### src/rtl/flash_resp_pkg.sv
// Shared types, command codes and the default capability table for the
// flash command-mode responder. Assumes 8-bit command codes.
package flash_resp_pkg;

    typedef enum logic [1:0] {
        MODE_ARRAY = 2'd0,
        MODE_QUERY = 2'd1,
        MODE_IDENT = 2'd2
    } flash_mode_e;

    typedef enum logic [1:0] {
        UL_IDLE   = 2'd0,
        UL_FIRST  = 2'd1,
        UL_SECOND = 2'd2
    } unlock_e;

    localparam int QT_BASE = 16;
    localparam int QT_LEN  = 48;

    localparam logic [7:0] CMD_RESET_A = 8'hF0;
    localparam logic [7:0] CMD_RESET_B = 8'hFF;
    localparam logic [7:0] CMD_QUERY   = 8'h98;
    localparam logic [7:0] CMD_UL1     = 8'hAA;
    localparam logic [7:0] CMD_UL2     = 8'h55;
    localparam logic [7:0] CMD_IDENT   = 8'h90;

    localparam int ADR_QUERY = 'h55;
    localparam int ADR_UL_A  = 'h555;
    localparam int ADR_UL_B  = 'h2AA;

    // Builds the default table image; byte i answers word QT_BASE+i.
    function automatic logic [QT_LEN*8-1:0] default_table();
        logic [QT_LEN*8-1:0] t;
        t = '0;
        t[8*0  +: 8] = 8'h51;   // signature
        t[8*1  +: 8] = 8'h52;
        t[8*2  +: 8] = 8'h59;
        t[8*3  +: 8] = 8'h02;   // primary command set
        t[8*5  +: 8] = 8'h40;   // primary extension location
        t[8*11 +: 8] = 8'h27;   // supply min
        t[8*12 +: 8] = 8'h36;   // supply max
        t[8*15 +: 8] = 8'h04;   // single write typ exponent (word 0x1F)
        t[8*17 +: 8] = 8'h0A;   // block erase typ exponent (word 0x21)
        t[8*19 +: 8] = 8'h03;   // single write max exponent (word 0x23)
        t[8*21 +: 8] = 8'h04;   // block erase max exponent (word 0x25)
        t[8*23 +: 8] = 8'h15;   // log2 size: 2 MiB
        t[8*24 +: 8] = 8'h01;   // bus width code
        t[8*28 +: 8] = 8'h02;   // erase region count (word 0x2C)
        t[8*29 +: 8] = 8'h07;   // region 0: 8 blocks
        t[8*31 +: 8] = 8'h20;   // region 0: 8 KiB / 256
        t[8*33 +: 8] = 8'h1E;   // region 1: 31 blocks
        t[8*36 +: 8] = 8'h01;   // region 1: 64 KiB / 256 = 0x100
        return t;
    endfunction

endpackage

### src/rtl/flash_unlock_seq.sv
// Tracks the three-write unlock sequence for identifier mode.
// Assumes one write per strobe cycle; any mismatching write restarts it.
module flash_unlock_seq
    import flash_resp_pkg::*;
#(
    parameter int WORD_W = 16
) (
    input  logic              clk,
    input  logic              rst_n,
    input  logic              wr_stb,
    input  logic [WORD_W-1:0] word_addr,
    input  logic [7:0]        cmd,
    output logic              id_grant
);

    unlock_e state;
    logic    step_ok;

    // Decides whether the current write is the next expected unlock step.
    always_comb begin
        case (state)
            UL_IDLE:   step_ok = (cmd == CMD_UL1)   && (word_addr == WORD_W'(ADR_UL_A));
            UL_FIRST:  step_ok = (cmd == CMD_UL2)   && (word_addr == WORD_W'(ADR_UL_B));
            UL_SECOND: step_ok = (cmd == CMD_IDENT) && (word_addr == WORD_W'(ADR_UL_A));
            default:   step_ok = 1'b0;
        endcase
    end

    assign id_grant = wr_stb && step_ok && (state == UL_SECOND);

    // Advances on a matching write, falls back to idle on any other write.
    always_ff @(posedge clk) begin
        if (!rst_n) begin
            state <= UL_IDLE;
        end else if (wr_stb) begin
            if (!step_ok) begin
                state <= UL_IDLE;
            end else begin
                case (state)
                    UL_IDLE:  state <= UL_FIRST;
                    UL_FIRST: state <= UL_SECOND;
                    default:  state <= UL_IDLE;
                endcase
            end
        end
    end

    // a wrong write part way through drops progress to idle
    p_abort_to_idle_r8: assert property (@(posedge clk) disable iff (!rst_n)
        (state != UL_IDLE && wr_stb && !step_ok) |=> (state == UL_IDLE));

    // progress only moves on writes
    p_hold_without_write_r9: assert property (@(posedge clk) disable iff (!rst_n)
        !wr_stb |=> $stable(state));

endmodule

### src/rtl/flash_mode_fsm.sv
// Holds the responder's read mode and applies reset, query-entry and
// identifier-entry commands. Reset codes win over every other command.
module flash_mode_fsm
    import flash_resp_pkg::*;
#(
    parameter int WORD_W = 16
) (
    input  logic              clk,
    input  logic              rst_n,
    input  logic              wr_stb,
    input  logic [WORD_W-1:0] word_addr,
    input  logic [7:0]        cmd,
    input  logic              id_grant,
    output flash_mode_e       mode
);

    logic is_reset_cmd;
    logic is_query_cmd;

    // Classifies the current write.
    always_comb begin
        is_reset_cmd = (cmd == CMD_RESET_A) || (cmd == CMD_RESET_B);
        is_query_cmd = (cmd == CMD_QUERY) && (word_addr == WORD_W'(ADR_QUERY));
    end

    // Updates the mode register on recognised commands only.
    always_ff @(posedge clk) begin
        if (!rst_n) begin
            mode <= MODE_ARRAY;
        end else if (wr_stb) begin
            if (is_reset_cmd)      mode <= MODE_ARRAY;
            else if (is_query_cmd) mode <= MODE_QUERY;
            else if (id_grant)     mode <= MODE_IDENT;
        end
    end

    // either reset code returns to array mode
    p_reset_code_r2: assert property (@(posedge clk) disable iff (!rst_n)
        (wr_stb && (cmd == 8'hF0 || cmd == 8'hFF)) |=> (mode == MODE_ARRAY));

    // query entry at the magic word address
    p_query_entry_r3: assert property (@(posedge clk) disable iff (!rst_n)
        (wr_stb && cmd == 8'h98 && word_addr == WORD_W'('h55)) |=> (mode == MODE_QUERY));

    // identifier mode only follows a completed unlock
    p_ident_after_unlock_r7: assert property (@(posedge clk) disable iff (!rst_n)
        (mode == MODE_IDENT && $past(mode) != MODE_IDENT) |-> $past(id_grant));

    // mode holds without writes
    p_mode_stable_r9: assert property (@(posedge clk) disable iff (!rst_n)
        !wr_stb |=> $stable(mode));

endmodule

### src/rtl/flash_read_mux.sv
// Selects read data for the current mode: array port, table image or
// identifier codes. Purely combinational; assumes DATA_W >= 8.
module flash_read_mux
    import flash_resp_pkg::*;
#(
    parameter int                  WORD_W      = 16,
    parameter int                  DATA_W      = 8,
    parameter logic [DATA_W-1:0]   MFR_CODE    = '0,
    parameter logic [DATA_W-1:0]   DEV_CODE    = '0,
    parameter logic [QT_LEN*8-1:0] QUERY_IMAGE = '0
) (
    input  flash_mode_e       mode,
    input  logic [WORD_W-1:0] word_addr,
    input  logic [DATA_W-1:0] arr_rdata,
    output logic [DATA_W-1:0] rdata
);

    localparam int IDX_W = $clog2(QT_LEN);

    logic             in_table;
    logic [IDX_W-1:0] qidx;
    logic [7:0]       qbyte;

    // Finds the table byte for the current word address.
    always_comb begin
        in_table = (word_addr >= WORD_W'(QT_BASE)) && (word_addr < WORD_W'(QT_BASE + QT_LEN));
        qidx     = IDX_W'(word_addr - WORD_W'(QT_BASE));
        qbyte    = in_table ? QUERY_IMAGE[{qidx, 3'b000} +: 8] : 8'h00;
    end

    // Drives the read data according to mode.
    always_comb begin
        case (mode)
            MODE_ARRAY: rdata = arr_rdata;
            MODE_QUERY: rdata = DATA_W'(qbyte);
            MODE_IDENT: begin
                if (word_addr == WORD_W'(0))      rdata = MFR_CODE;
                else if (word_addr == WORD_W'(1)) rdata = DEV_CODE;
                else                              rdata = '0;
            end
            default:    rdata = '0;
        endcase
    end

endmodule

### src/rtl/flash_cmd_responder.sv
// Top of the flash command-mode responder. Scales the bus address to a
// word address, tracks the unlock sequence and mode, and muxes read data.
// Assumes single-cycle write strobes and SCALE_LOG2 < ADDR_W - 11.
module flash_cmd_responder
    import flash_resp_pkg::*;
#(
    parameter int                  ADDR_W      = 16,
    parameter int                  DATA_W      = 8,
    parameter int                  SCALE_LOG2  = 0,
    parameter logic [DATA_W-1:0]   MFR_CODE    = DATA_W'(8'h89),
    parameter logic [DATA_W-1:0]   DEV_CODE    = DATA_W'(8'h7E),
    parameter logic [QT_LEN*8-1:0] QUERY_IMAGE = default_table()
) (
    input  logic                         clk,
    input  logic                         rst_n,
    input  logic                         bus_we,
    input  logic [ADDR_W-1:0]            bus_addr,
    input  logic [DATA_W-1:0]            bus_wdata,
    output logic [DATA_W-1:0]            bus_rdata,
    output logic [ADDR_W-SCALE_LOG2-1:0] arr_addr,
    input  logic [DATA_W-1:0]            arr_rdata
);

    localparam int WORD_W = ADDR_W - SCALE_LOG2;

    logic [WORD_W-1:0] word_addr;
    logic [7:0]        cmd;
    logic              id_grant;
    flash_mode_e       mode;

    assign word_addr = bus_addr[ADDR_W-1:SCALE_LOG2];
    assign cmd       = bus_wdata[7:0];
    assign arr_addr  = word_addr;

    flash_unlock_seq #(.WORD_W(WORD_W)) u_unlock (
        .clk       (clk),
        .rst_n     (rst_n),
        .wr_stb    (bus_we),
        .word_addr (word_addr),
        .cmd       (cmd),
        .id_grant  (id_grant)
    );

    flash_mode_fsm #(.WORD_W(WORD_W)) u_mode (
        .clk       (clk),
        .rst_n     (rst_n),
        .wr_stb    (bus_we),
        .word_addr (word_addr),
        .cmd       (cmd),
        .id_grant  (id_grant),
        .mode      (mode)
    );

    flash_read_mux #(
        .WORD_W      (WORD_W),
        .DATA_W      (DATA_W),
        .MFR_CODE    (MFR_CODE),
        .DEV_CODE    (DEV_CODE),
        .QUERY_IMAGE (QUERY_IMAGE)
    ) u_rmux (
        .mode      (mode),
        .word_addr (word_addr),
        .arr_rdata (arr_rdata),
        .rdata     (bus_rdata)
    );

    // array mode passes storage data straight through
    p_array_pass_r1: assert property (@(posedge clk) disable iff (!rst_n)
        (mode == MODE_ARRAY) |-> (bus_rdata == arr_rdata));

endmodule

### config.mk
export PLATFORM = sky130hd
export DESIGN_NAME = flash_cmd_responder
export DESIGN_NICKNAME = d
export VERILOG_FILES = /design/src/rtl/flash_resp_pkg.sv /design/src/rtl/flash_unlock_seq.sv /design/src/rtl/flash_mode_fsm.sv /design/src/rtl/flash_read_mux.sv /design/src/rtl/flash_cmd_responder.sv
export SDC_FILE = /design/constraint.sdc
export NUM_CORES = 1
export LEC_CHECK = 0
export BUFFER_PORTS_ARGS = -buffer_cell sky130_fd_sc_hd__buf_2
export CAP_MARGIN = 10
export CORE_ASPECT_RATIO = 0.9
export CORE_MARGIN = 1.5
export CORE_UTILIZATION = 25
export DETAILED_ROUTE_END_ITERATION = 12
export HOLD_SLACK_MARGIN = 0.1
export SYNTH_ARGS = -nofsm -noshare
export SYNTH_HDL_FRONTEND = slang
export SYNTH_SLANG_ARGS = --single-unit
export TNS_END_PERCENT = 1
### constraint.sdc
create_clock -name clk -period 1.6 [get_ports clk]
set_input_delay 0 -clock clk [delete_from_list [all_inputs] [get_ports clk]]
set_output_delay 0 -clock clk [all_outputs]
set_load 0.05 [all_outputs]
==> summary.md <==
| Metric | Value |
|---|---|
| Critical path class | `reg2out` |
| Final core utilization | `0.384` |
| Synth top cells by count | `nand2_1, buf_4, ha_1, inv_1, o211ai_1` |
| Final slew viol count | `0` |
| Via count | `1,261` |
| Internal | `0.409 mW` |
| Number of synthesized flops with an enable pin | `0` |
| Sequential fraction of the synthesis area | `0.0731` |
| Clk sinks | `4` |
| RePlAce Congestion | `0.832` |
| Reg clk slew, reported paths | `0.03 ns` |
| # H-tree levels | `1` |
| Layout cells sized above 1 | `0.493` |
| Remaining DRCs | `0` |
| Tcrit/Tclk final | `0.971` |
| Post-synth top area cell | `buf_4` |
| Max FO, Critical Path | `5` |
| Hold Crit Class | `in2reg` |
| Syn nets | `186` |
| Final Skew | `0.00272 ns` |
| Final Hold Viols | `0` |
| FP Rows | `22` |
| Post-route antenna net violation count | `0` |
| Sw frac | `0.418` |
| Max_cap viols | `0` |
| Ports | `59` |
| Psw | `0.293 mW` |
| Die Height | `65.8 um` |
| Most frequent cell after synthesis | `nand2_1` |
| Asr flop ratio synth | `0` |
| Flop pwr share | `0.141` |
| Warnings, synthesis | `0` |
| Comb pwr share | `0.568` |
| Placed wire-length estimate | `2.61 mm` |
| Final wirelength | `3.13 mm` |
| Latest clock arrival within the worst-skew pair | `0.21 ns` |
| Iteration-0 DRC count of the detailed router | `110` |
| Number of port buffers | `58` |
| Critical path capture point type | `output pin` |
| Synth top area cells | `buf_4, ha_1, dfxtp_1` |
| Fin area | `1590 um2` |
| Post-synth top area share | `0.110` |
| Worst Tran Pin Value | `0.358 ns` |
| Unrepaired setup endpoints after global routing | `yes` |
| Clock share of power | `0.291` |
| Synthesized area per cell | `7.66 um2` |
| Largest net degree at the start of global routing | `11` |
| Netlist Area Pre-Place | `1100 um2` |
| Crit path time final | `1.55 ns` |
| Drt first pass iters | `4` |
| IR Drop Worst-Case VDD | `163 uV` |
| Startpoint types | `register` |
| Crit path DAT | `1.55 ns` |
| Root buffer cell | `clkbuf_8` |
| Postcts setup bufs | `0` |
| CTS max path bufs | `2` |
| Slew margin rel. | `0.758` |
| Main synth FF type | `dfxtp_1` |
| Aggregate global routing overflow | `0` |
| Number of vias per cell | `4.95` |
| CP required | `1.60 ns` |
| Diode count | `0` |
| Fmax | `644 MHz` |
| GRT Total Usage | `0.130` |
| Flops & latches, synth | `4` |
| Leak | `0.713 nW` |
| WL/cell | `12.3 um` |
| P&R area growth vs syn | `44.7%` |
| CTS tree | `done` |
| Core ar. | `4130 um2` |
| Die Wd | `72.8 um` |
| Final setup vio count | `0` |
| Vias in the first global route | `1,056` |
| Layout Nets | `252` |
| Initial core utilization | `0.265` |
| Initial antenna violation count | `0` |
| Status | `completed` |
| Yosys cell types | `49` |
| Total CTS buffers | `3` |
| Die area | `4790 um2` |
| Wire length of the first global-routing pass | `4.98 mm` |
| Post-Syn Instances | `143` |
| PwrDens | `442 nW/um2` |
| DP Area | `1490 um2` |
## worst paths after layout
kind / startpoint / end / slack [ns] / cells past startpoint
worst max-delay path: u_mode.mode[0]$_SDFFE_PN0P_ / bus_rdata[6] / 0.05 / 5
worst min-delay path: bus_wdata[0] / u_unlock.state[1]$_SDFFE_PN0P_ / 0.16 / 3
worst max register to register: u_unlock.state[1]$_SDFFE_PN0P_ / u_mode.mode[0]$_SDFFE_PN0P_ / 0.33 / 4
worst min register to register: u_unlock.state[0]$_SDFFE_PN0P_ / u_unlock.state[0]$_SDFFE_PN0P_ / 0.51 / 2
## final cells by class
cell class                 instances  area [um2]
inverter                           8        32.5
multi-input combinational        111         875
fill                             434        2540
sequential                         4        85.1
timing repair buffer              81         493
tap                               48        60.1
clock buffer                       3        41.3
## placed cells by master, fill, tap and decap left out, types with 4 or more instances in the layout
cell	instances
a21oi_1	5
buf_2	51
buf_4	26
ha_1	6
inv_1	6
mux2i_1	5
nand2_1	18
nand4_1	5
nand4b_1	4
nor2_1	4
o211ai_1	6
or2_2	4
## sequential cells by signal, indices dropped and copies added, names as in the netlist
name            flops
u_mode.mode         2
u_unlock.state      2
## power groups by stage
stage | Combinational, mW | Clock, mW | Sequential, mW
floorplan | 0.268 | 0 | 0.102
global placement | 0.386 | 0 | 0.102
detailed placement | 0.385 | 0 | 0.102
CTS | 0.397 | 0.213 | 0.100
global route | 0.426 | 0.226 | 0.0987
finish | 0.399 | 0.204 | 0.0988
## logic make-up after synthesis
logic type                 count (synthesis)  synth area share
and+or+nand+nor                           64             0.404
AOI/OAI and AO/OA                         34             0.234
buffers and inverters                     28             0.152
adders and majority gates                  8            0.0913
muxes                                      5            0.0457
DFF                                        4            0.0731
## through the flow
stage / TNS (ns) / worst slack (ns) / cells / power, mW / hold WS (ns)
global route: -0.481 / -0.105 / 255 / 0.751 / 0.183
finish: 0 / 0.0462 / 255 / 0.702 / 0.161
floorplan: -0.822 / -0.151 / 143 / 0.370 / 0.0910
global placement: 0 / 0.0292 / 250 / 0.488 / 0.273
CTS: -0.0281 / -0.0142 / 255 / 0.710 / 0.155
detailed placement: 0 / 0.0347 / 250 / 0.487 / 0.276
## worst max-delay path, cell delays in order, from the launching register on
cell,delay (ns)
dfxtp_4,0.38
inv_4,0.04
a2111oi_4,0.34
nand3_1,0.16
o211ai_1,0.20
buf_4,0.23
## repair_timing
action                                  CTS  global route
resized for setup                         7             6
endpoints found under the hold margin     2             0
endpoints found under the setup margin    7             7
pin swaps                                 0             2
gates cloned                              0             0
hold buffers                              2             0
## per-layer routing
layer / track usage / vias to the layer above / share of wire
met5: 0 / - / 0
met4: 0.0425 / 0 / 0.0086
met3: 0.0137 / 2 / 0.042
met2: 0.204 / 35 / 0.45
met1: 0.184 / 569 / 0.50
li1: - / 655 / -
No activity file was read; power rests on OpenSTA's default activity.
